[src/rtl/lbd_pkg.sv]
// Package: shared types for the break detector.
// Assumes nothing beyond a single clock domain.
package lbd_pkg;
    // Stored break-length code; the value is the software encoding.
    typedef enum logic {
        LEN_SHORT = 1'b0,
        LEN_LONG  = 1'b1
    } brk_len_e;
endpackage

[src/rtl/lbd_cfg.sv]
// Module: holds the break-length setting.
// A write is taken only while the block is disabled.
// Assumes len_wr and len_sel are synchronous to clk.
module lbd_cfg
    import lbd_pkg::*;
(
    input  logic     clk,
    input  logic     rst_n,
    input  logic     blk_en,
    input  logic     len_wr,
    input  logic     len_sel,
    output brk_len_e len_mode
);
    // Update the stored length only while unlocked.
    always_ff @(posedge clk) begin
        if (!rst_n)
            len_mode <= LEN_SHORT;
        else if (len_wr && !blk_en)
            len_mode <= brk_len_e'(len_sel);
    end
endmodule

[src/rtl/lbd_run_cnt.sv]
// Module: counts consecutive low bit samples and pulses hit on the sample
// that reaches the threshold. It re-arms only after a high sample.
// Assumes bit_valid marks exactly one cycle per bit time.
module lbd_run_cnt
    import lbd_pkg::*;
#(
    parameter int SHORT_BITS = 10,
    parameter int LONG_BITS  = 11,
    parameter int CNT_W      = $clog2(LONG_BITS + 1)
) (
    input  logic             clk,
    input  logic             rst_n,
    input  logic             blk_en,
    input  logic             bit_valid,
    input  logic             bit_rx,
    input  brk_len_e         len_mode,
    output logic [CNT_W-1:0] low_cnt,
    output logic             hit
);
    logic             armed;
    logic [CNT_W:0]   cnt_inc;
    logic [CNT_W:0]   thr;
    logic             low_smp;

    // Select the threshold and form the lookahead count.
    always_comb begin
        thr     = (len_mode == LEN_LONG) ? (CNT_W+1)'(LONG_BITS)
                                         : (CNT_W+1)'(SHORT_BITS);
        cnt_inc = {1'b0, low_cnt} + (CNT_W+1)'(1);
        low_smp = blk_en && bit_valid && !bit_rx;
        hit     = low_smp && armed && (cnt_inc >= thr);
    end

    // Track the low run and the once-per-break arming.
    always_ff @(posedge clk) begin
        if (!rst_n || !blk_en) begin
            low_cnt <= '0;
            armed   <= 1'b1;
        end else if (bit_valid) begin
            if (bit_rx) begin
                low_cnt <= '0;
                armed   <= 1'b1;
            end else begin
                if (low_cnt < CNT_W'(LONG_BITS))
                    low_cnt <= cnt_inc[CNT_W-1:0];
                if (hit)
                    armed <= 1'b0;
            end
        end
    end
endmodule

[src/rtl/lbd_flag.sv]
// Module: sticky break flag and the interrupt gate.
// A set wins over a clear in the same cycle.
// Assumes hit is a single-cycle pulse.
module lbd_flag (
    input  logic clk,
    input  logic rst_n,
    input  logic hit,
    input  logic flag_clr,
    input  logic irq_en,
    output logic brk_flag,
    output logic brk_irq
);
    // Hold the flag, with set priority over clear.
    always_ff @(posedge clk) begin
        if (!rst_n)
            brk_flag <= 1'b0;
        else if (hit)
            brk_flag <= 1'b1;
        else if (flag_clr)
            brk_flag <= 1'b0;
    end

    // Gate the interrupt with its enable.
    always_comb brk_irq = brk_flag && irq_en;
endmodule

[src/rtl/lin_brk_detect.sv]
// Module: top of the break detector. It joins the length lock, the run
// counter and the flag. Assumes one sample strobe per bit time.
module lin_brk_detect
    import lbd_pkg::*;
#(
    parameter int SHORT_BITS = 10,
    parameter int LONG_BITS  = 11
) (
    input  logic clk,
    input  logic rst_n,
    input  logic blk_en,
    input  logic len_wr,
    input  logic len_sel,
    input  logic bit_valid,
    input  logic bit_rx,
    input  logic irq_en,
    input  logic flag_clr,
    output logic brk_flag,
    output logic brk_irq
);
    localparam int CNT_W = $clog2(LONG_BITS + 1);

    brk_len_e         len_mode;
    logic [CNT_W-1:0] low_cnt;
    logic             hit;

    lbd_cfg u_cfg (
        .clk(clk), .rst_n(rst_n), .blk_en(blk_en),
        .len_wr(len_wr), .len_sel(len_sel), .len_mode(len_mode)
    );

    lbd_run_cnt #(
        .SHORT_BITS(SHORT_BITS), .LONG_BITS(LONG_BITS), .CNT_W(CNT_W)
    ) u_cnt (
        .clk(clk), .rst_n(rst_n), .blk_en(blk_en),
        .bit_valid(bit_valid), .bit_rx(bit_rx), .len_mode(len_mode),
        .low_cnt(low_cnt), .hit(hit)
    );

    lbd_flag u_flag (
        .clk(clk), .rst_n(rst_n), .hit(hit), .flag_clr(flag_clr),
        .irq_en(irq_en), .brk_flag(brk_flag), .brk_irq(brk_irq)
    );
endmodule

[config.mk]
export PLATFORM = sky130hd
export DESIGN_NAME = lin_brk_detect
export DESIGN_NICKNAME = d
export VERILOG_FILES = /design/src/rtl/lbd_pkg.sv /design/src/rtl/lbd_cfg.sv /design/src/rtl/lbd_run_cnt.sv /design/src/rtl/lbd_flag.sv /design/src/rtl/lin_brk_detect.sv
export SDC_FILE = /design/constraint.sdc
export NUM_CORES = 1
export LEC_CHECK = 0
export BUFFER_PORTS_ARGS = -buffer_cell sky130_fd_sc_hd__buf_2
export CAP_MARGIN = 10
export CORE_AREA = 2 2 39 41
export DETAILED_ROUTE_END_ITERATION = 10
export DIE_AREA = 0 0 41 43
export PLACE_DENSITY = 0.46
export SYNTH_ARGS = -nofsm -noshare
export SYNTH_HDL_FRONTEND = slang
export SYNTH_SLANG_ARGS = --single-unit
[constraint.sdc]
create_clock -name clk -period 2 [get_ports clk]
set_clock_uncertainty 0.2 [all_clocks]
set_input_delay 0.2 -clock clk [delete_from_list [all_inputs] [get_ports clk]]
set_output_delay 0.2 -clock clk [all_outputs]
set_load 0.01 [all_outputs]
---- Yosys cells after proc, flatten, opt, wreduce, memory -nomap -nowiden ----
Index checks and enable logic that the tools add are counted.
word-level totals
  register bits ........................... 7
  input bits .............................. 9
  logic and storage cells ................. 29
cells by class
  add/sub/neg operators ................... 1
  order comparisons ....................... 2
  mux-type cells .......................... 7
  reductions and logical operators ........ 15
operators with widths
  cell                 count
  $mux 4               2
  $logic_and 1x1->1    6
  $reduce_bool 2->1    3
  $add 4x1->5 const B  1
  $ge 5x5->1           1
  $mux 1               5
  $lt 4x4->1 const B   1
  $reduce_and 2->1     2
  $logic_not 1->1      3
  $logic_or 1x1->1     1

---- Longest topological paths before layout ----
Gate-level depths: netlist (run 1).
  word-level depth ........................ 6
  depth in mapped cells ................... 5
  gate-level depth less buffers ........... 5

---- By module ----
From an unflattened synthesis (run 1), not the netlist that was laid out.
unflattened totals
  cells, all modules ...................... 44
  area, all modules ....................... 402.9 µm²
modules (own cells, without submodules)
  module       times used  cells an instance  area an instance (µm²)  sequential area each (µm²)
  lbd_run_cnt  1           35                 302.8                   100.1
  lbd_cfg      1           5                  51.3                    20.0
  lbd_flag     1           4                  48.8                    20.0

---- Worst setup path after synthesis (run 1) ----
Ideal clock, no wire load.
  path kind ............................... register to register
  from .................................... reg u_cnt.low_cnt[0]
  to ...................................... reg u_cnt.low_cnt[1]
  library setup time ...................... 0.070 ns
  data arrival time ....................... 1.257 ns
  required time ........................... 1.730 ns
  path slack .............................. 0.473 ns
  cell stages (with the launch flop) ...... 6
  buffers on the path ..................... 0
  period minus slack after synthesis ...... 1.527 ns
  path through ............................ dfxtp_1 > ha_1 > nor2_1 > o21ai_2 > or3b_1 > a21oi_1
on the way
  cells in the longest elaborated chain, start to end .. 3
  elaborated cells on any way between the ends .. 6
ends and longest elaborated chain
  element                                             RTL line                              source
  start, declared                                     lbd_run_cnt.sv:17                     output logic [CNT_W-1:0] low_cnt,
  start signal, assigned                              lbd_run_cnt.sv:45                     low_cnt <= cnt_inc[CNT_W-1:0];
  $add 4x1->5 / $lt 4x4->1 (equally long branches)    lbd_run_cnt.sv:29, lbd_run_cnt.sv:44
  $mux 4 / $reduce_bool 2->1 (equally long branches)  -
  $mux 4 / $reduce_and 2->1 (equally long branches)   -
Several ways; a longest one is shown, not always the timed one. The select of a mux whose other input is x is not followed.
A chain may end at the register's enable or synchronous reset.

---- Worst setup path after layout (run 1) ----
Ends and elaborated chain as after synthesis.

==> summary.md, run 1 <==
| Metric | Value |
|---|---|
| Post-Route WL | `~840 µm` |
| Die outline height | `about 43 µm` |
| Endpoints failing hold | `0` |
| Combinational Power Share | `between 8 and 9%` |
| Placer Congestion | `0.7321` |
| Clock Sinks | `7` |
| Clock transition at the registers of the reported paths | `0.05 ns` |
| Setup TNS | `0 ns` |
| Worst setup SP type | `flip-flop` |
| Vias in the first global route | `~360` |
| Via count | `383` |
| Post_cts resized | `0` |
| Drt pass-1 iters | `6` |
| Post-Syn Area | `approximately 380 µm²` |
| # IOs | `11` |
| CTS Buf Count | `3` |
| Yosys reg bits | `7` |
| Hold WC Path Type | `in -> reg` |
| Share of cells above drive strength 1 | `23.73%` |
| Gr ovfl total | `0` |
| Data arrival, critical path | `approximately 1.6 ns` |
| Final setup fails | `0` |
| Port Buffers | `10` |
| Outcome | `complete, no violations` |
| Post-synth top area share | `approximately 37%` |
| 1st-iter DRT viols | `13` |
| Starting density of the core | `27.58%` |
| Area growth, synth to finish | `27.87%` |
| Max Freq | `0.6140 GHz` |
| Core area | `0.001384 mm²` |
| Clk pwr share | `42.9%` |
| Sw Share | `22.38%` |
| DRC viols | `0` |
| Skew-Pair Late Insertion Delay | `0.24 ns` |
| Mapped Cells | `44` |
| Largest net degree at the start of global routing | `9` |
| H-tree levels | `1` |
| Sequential fraction of the synthesis area | `36.72%` |
| Vias per Instance | `5.107` |
| Commonest cells in the netlist | `7 x dfxtp_1, 5 x nand2_1, 3 x a21oi_1, 3 x nand2b_1, 3 x nor2_1` |
| Sequential cell area | `roughly 140 µm²` |
| Post-DRT Antenna Nets | `0` |
| HPWL Detailed | `between 600 and 700 µm` |
| Post-synthesis cell type count | `24` |
| Async S/R FF share, synth | `0%` |
| TritonCTS clock tree | `done` |
| Actual slew at the worst max-slew pin | `around 0.29 ns` |
| Headroom to the max-slew limit | `80.77%` |
| Total GRT Usage | `12.66%` |
| LEAKAGE | `around 0.19 nW` |
| Synth top area cells | `dfxtp_1 37%, ha_1 6.6%, nand2_1 4.9%` |
| Most common cell in the netlist | `dfxtp_1` |
| Syn nets | `55` |
| Max-Cap Viols | `0` |
| Die span in x | `41 µm` |
| Initial antenna violation count | `0` |
| Multi-input logic area | `between 200 and 250 µm²` |
| Row count | `14` |
| Worst Path Required | `approximately 2.0 ns` |
| Fin. max-slew vios | `0` |
| CP Capture Type | `flip-flop` |
| Crit-path max FO | `8` |
| Avg Cell Area, Syn | `8.673 µm²` |
| Postcts setup bufs | `0` |
| Cell Int Power | `roughly 230 µW` |
| Seq pwr share | `just under 50%` |
| Synth area leader | `dfxtp_1` |
| Final period utilization | `81.43%` |
| Pwr per Cell Area | `approximately 610 mW/mm²` |
| Antenna Cells | `0` |
| Final core occ | `between 30% and 40%` |
| Synthesis Warnings | `0` |
| Nets | `just over 70` |
| Number of synthesized flops with an enable pin | `0` |
| # hold bufs at CTS | `1` |
| Tmin final | `1.629 ns` |
| RSZ-0062 raised after global routing | `no` |
| Root buffer cell | `clkbuf_4` |
| Hold WS | `about 0.033 ns` |
| Peak supply drop | `~0.26 mV` |
| Psw | `66.36 µW` |
| Die area | `0.001763 mm²` |
| Fillcell total | `152` |
| Top FF cell, synth | `dfxtp_1` |
| First-pass GRT wire length | `1469 µm` |
| Critical path type | `reg -> reg` |
| Longest Clk Path Bufs | `2` |
| Avg WL per Cell | `11.23 µm` |
==> power groups by stage <==
stage	registers, mW	clock network [mW]	logic, mW
2_1_floorplan	0.145	0	0.0112
3_3_place_gp	0.146	0	0.0252
3_5_place_dp	0.146	0	0.0249
4_1_cts	0.143	0.134	0.0265
5_1_grt	0.143	0.146	0.0299
6_report	0.143	0.127	0.0264
==> cell usage in the layout, fill, tap and decap left out, drive strengths merged <==
cell type     n
nor2          3
inv           2
o21ai         2
and2          1
a221oi        1
nand3b        1
a311o         1
o211ai        1
a21oi         3
buf          10
nand3         1
nand4         1
o2111ai       1
o41ai         1
or3           2
mux2i         1
nand2         5
xor2          1
clkbuf        4
and4b         1
ha            2
or3b          1
dfxtp         7
nor2b         2
nand2b        3
dlygate4sd3   1
==> metrics by stage <==
step                      total power, mW  area, µm²  std cells  worst slack (ns)
final                              0.2965      488.0         75            0.3713
after global routing               0.3191      488.0         75            0.2591
after CTS                          0.3035      488.0         75            0.3644
after detailed placement           0.1705      451.7         70            0.3795
after global placement             0.1708      451.7         70            0.4079
after floorplan                    0.1565      381.6         44            0.4727
==> state kept, by name, indices dropped and copies added (netlist names) <==
name / cells
u_flag.brk_flag: 1
u_cfg.len_mode: 1
u_cnt.low_cnt: 4
u_cnt.armed: 1
==> final cells by class <==
class	count	share of cell area [%]
Multi-Input combinational cell	35	47.95
Clock buffer	4	5.385
Sequential cell	7	28.72
Timing Repair Buffer	11	12.31
Inverter	2	1.538
Tap cell	16	4.103
==> final timing paths <==
path | cells past startpoint | slack (ns) | from | end
setup / recovery | 5 | 0.37 | u_cnt.low_cnt[0]$_SDFFE_PP0P_ | u_cnt.low_cnt[1]$_SDFFE_PP0P_
hold / removal | 3 | 0.03 | flag_clr | u_flag.brk_flag$_SDFFE_PN0P_
setup reg to reg | 5 | 0.37 | u_cnt.low_cnt[0]$_SDFFE_PP0P_ | u_cnt.low_cnt[1]$_SDFFE_PP0P_
hold reg to reg | 2 | 0.28 | u_cnt.low_cnt[1]$_SDFFE_PP0P_ | u_cnt.low_cnt[1]$_SDFFE_PP0P_
==> critical path, cell delays in order (launching register included) <==
cell and delay, ns:
dfxtp_1 0.34, ha_1 0.26, nor2_1 0.13, o21ai_2 0.12, or3b_1 0.38, a21oi_1 0.14
==> logic make-up after synthesis <==
family                     Yosys count  share of synthesized area [%]
adders and majority gates            2                          6.556
xor gates and xnor gates             1                          2.296
muxes                                1                          2.623
DFF                                  7                          36.72
and+or+nand+nor                     21                          30.82
buffers and inverters                2                          1.968
AOI/OAI and AO/OA                   10                          19.02
==> layer usage <==
metal / global-route usage (%) / wire, µm
met1: 15.48 / 360
met2: 17.81 / 429
met3: 3.141 / 35
met4: 10.00 / 17
met5: 0 / 0
Power figures use the tool's default switching activity.
==> run 2: changes to the inputs <==
==> constraint.sdc (replaced) <==
create_clock -name clk -period 1.6 [get_ports clk]
set_clock_uncertainty 0.2 [all_clocks]
set_input_delay 0.16 -clock clk [delete_from_list [all_inputs] [get_ports clk]]
set_output_delay 0.16 -clock clk [all_outputs]
set_load 0.01 [all_outputs]
==> summary.md, run 2 (same netlist as run 1, synthesis figures left out) <==
| Metric | Value |
|---|---|
| 1st-iter DRT viols | `2 (-11)` |
| Actual slew at the worst max-slew pin | `0.2605 ns (-0.02797 ns)` |
| Fillcell total | `152 (unchanged)` |
| Fin. max-slew vios | `0 (unchanged)` |
| Share of cells above drive strength 1 | `28.57% (+4.8 points)` |
| Max Freq | `0.6688 GHz (+8.9%)` |
| Worst setup SP type | `flip-flop` |
| Post-Place Worst Slack | `0.06414 ns (-0.3153 ns)` |
| Port Buffers | `10 (unchanged)` |
| Die span in x | `41 µm (unchanged)` |
| Final worst setup slack | `0.1047 ns (-0.2666 ns)` |
| Area growth, synth to finish | `38.36%` |
| Pwr per Cell Area | `722.6 mW/mm² (+19%)` |
| Max-Cap Viols | `0 (unchanged)` |
| Skew-Pair Late Insertion Delay | `0.25 ns (about the same)` |
| Critical path type | `reg -> reg` |
| Final period utilization | `93.45% (+12 points)` |
| Largest net degree at the start of global routing | `9 (unchanged)` |
| CTS Buf Count | `3 (unchanged)` |
| Nets | `75 (+5.6%)` |
| Vias per Instance | `4.797 (-6.1%)` |
| Multi-input logic area | `239.0 µm² (+2.1%)` |
| Worst Path Required | `1.54 ns (-0.44 ns)` |
| Crit-path max FO | `4 (-4)` |
| Commonest non-fill, non-tap cell in the layout | `buf_2` |
| Post-DP Area | `466.7 µm² (+3.3%)` |
| Clock transition at the registers of the reported paths | `0.06 ns (about the same)` |
| CP Capture Type | `flip-flop` |
| Root buffer cell | `clkbuf_4` |
| LEAKAGE | `0.2073 nW (+8.6%)` |
| Total GRT Usage | `13.74% (+1.1 points)` |
| Endpoints failing hold | `0 (unchanged)` |
| Gr ovfl total | `0 (unchanged)` |
| Headroom to the max-slew limit | `82.41% (+1.6 points)` |
| Outcome | `complete, no violations` |
| Avg WL per Cell | `11.44 µm (+1.9%)` |
| H-tree levels | `1 (unchanged)` |
| Die outline height | `43 µm (unchanged)` |
| First-pass GRT wire length | `1518 µm (+3.3%)` |
| Sequential cell area | `140.1 µm² (unchanged)` |
| Clock Sinks | `7 (unchanged)` |
| Data arrival, critical path | `1.44 ns (-0.17 ns)` |
| Vias in the first global route | `375 (+3.3%)` |
| Fin area | `528.0 µm² (+8.2%)` |
| DRC viols | `0 (unchanged)` |
| Peak supply drop | `0.3986 mV (+55%)` |
| Drt pass-1 iters | `2 (-4)` |
| Tmin final | `1.495 ns (-0.1334 ns)` |
| Placer Congestion | `0.7196 (-1.7%)` |
| Initial antenna violation count | `0 (unchanged)` |
| Antenna Cells | `0 (unchanged)` |
| TritonCTS clock tree | `done` |
| Top reg by flops | `u_cnt.low_cnt` |
| Via count | `379 (-1.0%)` |
| Starting density of the core | `27.58% (unchanged)` |
| Final setup fails | `0 (unchanged)` |
| Longest Clk Path Bufs | `2 (unchanged)` |
| HPWL Detailed | `666.9 µm (+4.0%)` |
| Number of flip-flops under the largest register name | `4 (unchanged)` |
| Row count | `14 (unchanged)` |
| Die area | `0.001763 mm² (unchanged)` |
| Core area | `0.001384 mm² (unchanged)` |
| # IOs | `11 (unchanged)` |
| Post-DRT Antenna Nets | `0 (unchanged)` |
| Setup TNS | `0 ns (unchanged)` |
| Postcts setup bufs | `0 (unchanged)` |
| RSZ-0062 raised after global routing | `no` |
| Post-Route WL | `904 µm (+7.4%)` |
| Commonest non-fill, non-tap cells in the layout | `10 x buf_2, 7 x dfxtp_1, 5 x nand2_1` |
| Hold WC Path Type | `in -> reg` |
[run 2: changes by cell type in the layout (fill, tap and decap cells not counted)]
| cell | delta |
|---|---|
| o21ai_0 | -1 |
| ha_1 | -1 |
| dlygate4sd3_1 | +2 |
| buf_4 | +2 |
| o21ai_1 | +1 |
| ha_2 | +1 |
| nor2_1 | -1 |
| nor2_2 | +1 |
[run 2: area by class of cell]
cell class	count	share of cell area [%]
Sequential cell	7	26.54
Inverter	2	1.422
Timing Repair Buffer	15	18.01
Tap cell	16	3.791
Clock buffer	4	4.976
Multi-Input combinational cell	35	45.26
[run 2: worst max-delay path: stages (launching register included)]
cell and delay (ns):
dfxtp_1 0.31, buf_4 0.14, ha_1 0.26, o21ai_1 0.06
a311o_1 0.28, nor2b_1 0.13
[run 2: stage by stage]
step | utilization (%) | power (mW) | hold WS [ns] | instances
5_1_grt | 38.16 | 0.4126 | 0.01361 | 79
4_1_cts | 37.79 | 0.3899 | 0.005491 | 79
3_5_place_dp | 33.73 | 0.2165 | 0.2384 | 72
3_3_place_gp | 33.73 | 0.2165 | 0.2080 | 72
2_1_floorplan | - | 0.1956 | 0.06181 | 44
6_report | 38.16 | 0.3816 | 0.01017 | 79
[run 2: per-layer routing]
metal	track usage [%]	up-vias	share of wire (%)
li1	-	199	-
met5	0	-	0
met1	13.78	171	40
met2	20.94	7	53
met4	6.000	0	1.0
met3	9.424	2	6.0
[run 2: what timing repair did]
action                                  4_1_cts  5_1_grt
hold endpoints to repair                      3        0
endpoints found under the setup margin        0        6
resized for setup                             0        3
hold buffers                                  3        0
[run 2: final timing paths]
path	depth (start not counted)	slack (ns)	startpoint	endpoint
worst min register to register	2	0.27	u_cnt.low_cnt[1]$_SDFFE_PP0P_	u_cnt.low_cnt[1]$_SDFFE_PP0P_
worst min-delay path	3	0.01	rst_n	u_cfg.len_mode$_SDFFE_PN0P_
worst max register to register	5	0.10	u_cnt.low_cnt[0]$_SDFFE_PP0P_	u_cnt.armed$_SDFFE_PP1P_
worst max-delay path	5	0.10	u_cnt.low_cnt[0]$_SDFFE_PP0P_	u_cnt.armed$_SDFFE_PP1P_
[run 2: power by group]
part | switching, mW | total [mW] | internal (mW)
Combinational | 0.0194 | 0.0412 | 0.0217
Clock | 0.0673 | 0.163 | 0.0953
Sequential | 0.00110 | 0.178 | 0.177
